File: src/rtl/rp_pkg.sv
package rp_pkg;

    localparam int RATE_W   = 32;
    localparam int POS_W    = $clog2(RATE_W);
    localparam int IDX_W    = 7;
    localparam int FRAC_W   = 7;
    localparam int MAG_W    = 20;
    localparam int SLOPE_W  = 8;
    localparam int OCT_POS  = 20;
    localparam int OCT_BIAS = 15;
    localparam int TBL_N    = 1 << IDX_W;
    localparam int QBITS    = 30;
    localparam int PROD_W   = FRAC_W + SLOPE_W;

    typedef struct packed {
        logic              vld;
        logic [RATE_W-1:0] prod;
    } scaled_t;

    typedef struct packed {
        logic              vld;
        logic              zero;
        logic [RATE_W-1:0] oct;
        logic [IDX_W-1:0]  idx;
        logic [FRAC_W-1:0] frac;
    } normed_t;

    typedef struct packed {
        logic             hit;
        logic [POS_W-1:0] pos;
    } lod_t;

    // highest set bit among positions RATE_W-1 .. 1
    function automatic lod_t lead_one(logic [RATE_W-1:0] v);
        lod_t r;
        r = '0;
        for (int p = 1; p < RATE_W; p++) begin
            if (v[p]) begin
                r.hit = 1'b1;
                r.pos = POS_W'(p);
            end
        end
        return r;
    endfunction

    // floor(2^MAG_W * log2(1 + k/TBL_N)) by successive squaring
    function automatic logic [MAG_W-1:0] mag_entry(int k);
        logic [63:0]      y;
        logic [MAG_W-1:0] r;
        y = 64'(TBL_N + k) << (QBITS - IDX_W);
        r = '0;
        for (int b = MAG_W - 1; b >= 0; b--) begin
            y = (y * y) >> QBITS;
            if (y >= (64'd2 << QBITS)) begin
                y    = y >> 1;
                r[b] = 1'b1;
            end
        end
        return r;
    endfunction

    function automatic logic [SLOPE_W-1:0] slope_entry(int k);
        logic [MAG_W:0] nxt;
        logic [MAG_W:0] diff;
        nxt  = (k == TBL_N - 1) ? (MAG_W+1)'(1) << MAG_W
                                : {1'b0, mag_entry(k + 1)};
        diff = nxt - {1'b0, mag_entry(k)} + (MAG_W+1)'(1 << (FRAC_W - 1));
        return SLOPE_W'(diff >> FRAC_W);
    endfunction

endpackage

File: src/rtl/rp_scale.sv
module rp_scale
    import rp_pkg::*;
#(
    parameter int SCALE = 11185
) (
    input  logic              clk,
    input  logic              rst,
    input  logic              fire_i,
    input  logic [RATE_W-1:0] rate_i,
    output scaled_t           s1_o
);
    localparam logic [RATE_W-1:0] SCALE_V = RATE_W'(SCALE);

    always_ff @(posedge clk) begin
        if (rst) begin
            s1_o <= '0;
        end else begin
            s1_o.vld  <= fire_i;
            s1_o.prod <= rate_i * SCALE_V;
        end
    end

endmodule

File: src/rtl/rp_norm.sv
module rp_norm
    import rp_pkg::*;
(
    input  logic    clk,
    input  logic    rst,
    input  scaled_t s1_i,
    output normed_t s2_o
);
    lod_t              lod;
    logic [RATE_W-1:0] shifted;
    logic [RATE_W-1:0] oct_term;

    always_comb begin
        lod      = lead_one(s1_i.prod);
        shifted  = s1_i.prod << (POS_W'(RATE_W - 1) - lod.pos);
        oct_term = (RATE_W'(lod.pos) - RATE_W'(OCT_BIAS)) << OCT_POS;
    end

    always_ff @(posedge clk) begin
        if (rst) begin
            s2_o <= '0;
        end else begin
            s2_o.vld  <= s1_i.vld;
            s2_o.zero <= ~lod.hit;
            s2_o.oct  <= oct_term;
            s2_o.idx  <= shifted[RATE_W-2 -: IDX_W];
            s2_o.frac <= shifted[RATE_W-2-IDX_W -: FRAC_W];
        end
    end

    AST_NORM_MSB: assert property (@(posedge clk) disable iff (rst)
        (s1_i.vld && lod.hit) |-> shifted[RATE_W-1]);

endmodule

File: src/rtl/rp_interp.sv
module rp_interp
    import rp_pkg::*;
(
    input  logic              clk,
    input  logic              rst,
    input  normed_t           s2_i,
    output logic              out_vld_o,
    output logic [RATE_W-1:0] out_pitch_o
);
    logic [MAG_W-1:0]   mag_rom   [TBL_N];
    logic [SLOPE_W-1:0] slope_rom [TBL_N];

    for (genvar k = 0; k < TBL_N; k++) begin : g_rom
        localparam logic [MAG_W-1:0]   MV = mag_entry(k);
        localparam logic [SLOPE_W-1:0] SV = slope_entry(k);
        assign mag_rom[k]   = MV;
        assign slope_rom[k] = SV;
    end

    logic [PROD_W-1:0] interp;
    logic [RATE_W-1:0] total;

    always_comb begin
        interp = PROD_W'(s2_i.frac) * PROD_W'(slope_rom[s2_i.idx]);
        total  = s2_i.oct + RATE_W'(mag_rom[s2_i.idx]) + RATE_W'(interp);
    end

    always_ff @(posedge clk) begin
        if (rst) begin
            out_vld_o   <= 1'b0;
            out_pitch_o <= '0;
        end else begin
            out_vld_o   <= s2_i.vld;
            out_pitch_o <= s2_i.zero ? '0 : total;
        end
    end

    AST_ZERO_PASS: assert property (@(posedge clk) disable iff (rst)
        $past(s2_i.vld && s2_i.zero) |-> (out_vld_o && out_pitch_o == '0));

endmodule

File: src/rtl/rate_pitch_conv.sv
module rate_pitch_conv
    import rp_pkg::*;
#(
    parameter int SCALE = 11185
) (
    input  logic              clk,
    input  logic              rst,
    input  logic              in_valid,
    output logic              in_ready,
    input  logic [RATE_W-1:0] in_rate,
    output logic              out_valid,
    output logic [RATE_W-1:0] out_pitch
);
    scaled_t s1;
    normed_t s2;
    logic    fire;

    always_ff @(posedge clk) begin
        if (rst) in_ready <= 1'b0;
        else     in_ready <= 1'b1;
    end

    assign fire = in_valid && in_ready && !rst;

    rp_scale #(.SCALE(SCALE)) u_scale (
        .clk(clk), .rst(rst), .fire_i(fire), .rate_i(in_rate), .s1_o(s1)
    );

    rp_norm u_norm (
        .clk(clk), .rst(rst), .s1_i(s1), .s2_o(s2)
    );

    rp_interp u_interp (
        .clk(clk), .rst(rst), .s2_i(s2),
        .out_vld_o(out_valid), .out_pitch_o(out_pitch)
    );

    AST_OUT_LATENCY: assert property (@(posedge clk) disable iff (rst)
        out_valid == $past(fire, 3));

    AST_ZERO_RATE: assert property (@(posedge clk) disable iff (rst)
        (out_valid && $past(fire && in_rate == '0, 3)) |-> out_pitch == '0);

    AST_RESET_QUIET: assert property (@(posedge clk)
        $past(rst) |-> !out_valid);

endmodule

File: config.mk
export PLATFORM = sky130hd
export DESIGN_NAME = rate_pitch_conv
export DESIGN_NICKNAME = d
export VERILOG_FILES = /design/src/rtl/rp_pkg.sv /design/src/rtl/rp_scale.sv /design/src/rtl/rp_norm.sv /design/src/rtl/rp_interp.sv /design/src/rtl/rate_pitch_conv.sv
export SDC_FILE = /design/constraint.sdc
export NUM_CORES = 1
export LEC_CHECK = 0
export ABC_AREA = 1
export BUFFER_PORTS_ARGS = -buffer_cell sky130_fd_sc_hd__buf_2
export CAP_MARGIN = 30
export CELL_PAD_IN_SITES_DETAIL_PLACEMENT = 1
export CELL_PAD_IN_SITES_GLOBAL_PLACEMENT = 1
export CORE_MARGIN = 2
export CORE_UTILIZATION = 42
export DETAILED_ROUTE_END_ITERATION = 10
export PLACE_DENSITY = 0.91
export SLEW_MARGIN = 20
export SYNTH_ARGS = -nofsm -noshare
export SYNTH_HDL_FRONTEND = slang
export SYNTH_HIERARCHICAL = 1
export SYNTH_SLANG_ARGS = --single-unit
File: constraint.sdc
create_clock -name clk -period 5.61 [get_ports clk]
set_input_delay 1.122 -clock clk [delete_from_list [all_inputs] [get_ports clk]]
set_output_delay 1.122 -clock clk [all_outputs]
set_load 0.02 [all_outputs]
==> impl_metrics.csv <==
group,metric,value,unit
outcome,outcome,"finished with violations",
outcome,violations,"setup timing",
die,die_area,0.0443,mm²
sta,slew_violations,0,
sta,final-setup-viol-count,1,
logic_synthesis,avgSynthCellArea,6.57,µm²
run,drv_cap,0,
sta,fin_ws,-21.9,ps
cts,path_clk_slew,80,ps
logic_synthesis,synth_cell_types,57,
cells_and_area,multiInputGateArea,0.0141,mm²
logic_synthesis,yosysMostFrequentCell,"nand2_1",
sta,final.setup_skew,16.0,ps
logic_synthesis,synth_top_area_cell,"fa_1",
placement,post-dp-hpwl,63.4,mm
placement,place_area,0.0204,mm²
logic_synthesis,async_flop_share,0,%
grt,grt_usage,35.5,%
routing,drc,0,
routing,routed_wl,79.3,mm
cells_and_area,final_area,0.0213,mm²
logic_synthesis,synth-simple-area-share,30.1,%
sta,finalHoldViolCount,0,
logic_synthesis,synth_xor_area_share,0.733,%
setup_path,cp_slowest_cell,"fa_1",
logic_synthesis,ys_seq_area_share,9.95,%
routing,ant_nets,0,
setup_path,end_kind,"flop",
setup_path,max_stage_delay,550,ps
setup_path,start_kind,"flop",
sta,slew_headroom,35.1,%
logic_synthesis,yosysTopAreaCellShare,18.7,%
routing,vias,19800,
logic_synthesis,synth_mux_area_share,0,%
die,die_h,211,µm
cells_and_area,fillers,5595,
setup_path,worstPathRequired,5870,ps
logic_synthesis,synth_seq_cells,89,
cts,htree_levels,3,
grt,antenna_found_initial,1,
logic_synthesis,synth-adder-area-share,33.8,%
grt,grt_pass1_wl,121,mm
die,initial_core_util,42.6,%
setup_path,worst-path-max-fanout,4,
logic_synthesis,synth_edf_count,0,
logic_synthesis,syn-cell-area,0.0179,mm²
logic_synthesis,synth-compound-area-share,10.5,%
cts,cts_sinks,89,
cts,clock_latency,370,ps
routing,via_per_inst,5.61,
placement,portBuffers,68,
sta,period_share,100,%
placement,gp_congestion,1.01,
cts,cts_buffers,9,
cells_and_area,layout-drive-gt1-share,17.4,%
setup_path,worstSetupPathType,"reg -> reg",
logic_synthesis,synth_area_leaders,"fa_1, ha_1, nand2_1, inv_1, dfxtp_1",
die,num_rows,75,
cells_and_area,antenna_cells,0,
sta,clock.fmax,178,MHz
cells_and_area,finalNetCount,3405,
sta,tightest_slew,973,ps
die,chipWidth,211,µm
cts,cts-root-buf,"clkbuf_16",
routing,drtPass1Iterations,5,
grt,grt_max_degree,34,
grt,grt_pass1_vias,21700,
cts,cts_hold_buf,0,
logic_synthesis,dominantRegCellSynth,"dfxtp_1",
grt,grt_overflow,0,
logic_synthesis,netlist_instances,2728,
routing,drtIter0Drc,1434,
cts,cts_tree,"yes",
logic_synthesis,synth.top_cells.by_count,"nand2_1, inv_1, nand3_1",
die,core-area,0.0420,mm²
cells_and_area,syn_to_final_growth,19.0,%
routing,wl_per_cell,22.5,µm
logic_synthesis,synth_top_family_by_area,"adder cells",
sta,rsz0062_at_grt,"true",
sta,period_needed,5630,ps
die,io_pins,69,
cells_and_area,register_area,0.00180,mm²
cts,cts.path.max_buffers,2,
setup_path,cp_data_arrival_time,5900,ps
setup_path,cp_common_cell,"nand2_1",
min_path,min_path_type,"reg -> reg",
logic_synthesis,ys_warn_count,6,
## worst paths after layout
path	cells after the start	to	from	slack, ps
setup / recovery	28	u_interp/out_pitch_o[25]	u_norm/s2_o[8]	-20
hold / removal	2	u_norm/s2_o[47]	u_scale/s1_o[32]	410
setup reg to reg	28	u_interp/out_pitch_o[25]	u_norm/s2_o[8]	-20
hold reg to reg	2	u_norm/s2_o[47]	u_scale/s1_o[32]	410
## flip-flops by register name (all words and copies together) (netlist names)
| register | cells |
|---|---|
| u_scale/s1_o | 33 |
| u_interp/out_pitch_o | 32 |
| u_norm/s2_o | 22 |
| in_ready | 1 |
| u_interp/out_vld_o | 1 |
## layout make-up
| type | count | share of cell area (%) |
|---|---|---|
| Timing Repair Buffer | 322 | 11.0 |
| Clock buffer | 10 | 1.12 |
| Tap cell | 539 | 3.16 |
| Sequential cell | 89 | 8.43 |
| Clock inverter | 6 | 0.311 |
| Multi-Input combinational cell | 2002 | 66.0 |
| Inverter | 562 | 9.94 |
## kinds of logic after synthesis
logic type / count (synthesis)
XOR/XNOR: 15
AO/OA/AOI/OAI: 318
other: 1
flip-flops: 89
buffers and inverters: 656
adder cells (fa/ha/maj): 384
AND/OR/NAND/NOR: 1265
## worst max-delay path: cells and delay by family (launching register included)
kind	cells	cell delay (ps)
AO/OA/AOI/OAI	2	240
adder cells (fa/ha/maj)	7	2810
buffers and inverters	7	770
flip-flops	1	360
AND/OR/NAND/NOR	12	1340
## cell usage in the layout, fill, tap and decap left out, types with 11 or more instances in the layout
cell type / instances
ha_1: 193
nor2_1: 219
ha_4: 12
conb_1: 20
fa_1: 166
ha_2: 12
o21ai_0: 67
buf_4: 244
inv_1: 538
a21oi_2: 16
nor2_2: 20
buf_2: 68
nor3_1: 13
a21o_1: 11
nand3_1: 286
a21oi_1: 104
dfxtp_1: 84
o211ai_1: 30
nand2_2: 36
o21ai_1: 33
inv_2: 18
nand4_1: 23
nand2_1: 612
nand3_2: 14
## layer usage
| metal | GRT usage [%] | part of all wire (%) | vias to the layer above |
|---|---|---|---|
| li1 | - | - | 9055 |
| met1 | 40.6 | 38 | 9621 |
| met2 | 65.0 | 50 | 828 |
| met3 | 4.51 | 5.6 | 315 |
| met4 | 17.8 | 6.4 | 0 |
| met5 | 0 | 0 | - |
## through the flow
step           hold WS (ps)  utilization [%]  setup TNS, ps  cells  setup WS, ps
6_report                407             50.7          -21.9   3530         -21.9
5_1_grt                 439             50.7          -2450   3530          -167
4_1_cts                 409             49.4          -8.51   3525         -8.51
3_5_place_dp            398             48.4          -7820   3507          -335
3_3_place_gp            400             48.4          -2260   3507          -237
2_1_floorplan           388                -              0   2747           283
## repair_timing
item,in CTS,in global routing
endpoints found under the setup margin,24,40
gates cloned,0,1
pin swaps,4,32
resized for setup,31,131
buffers inserted,2,4
Power is not shown: default switching activity piles up to over one toggle a cycle in this logic, so the estimate is an artifact.
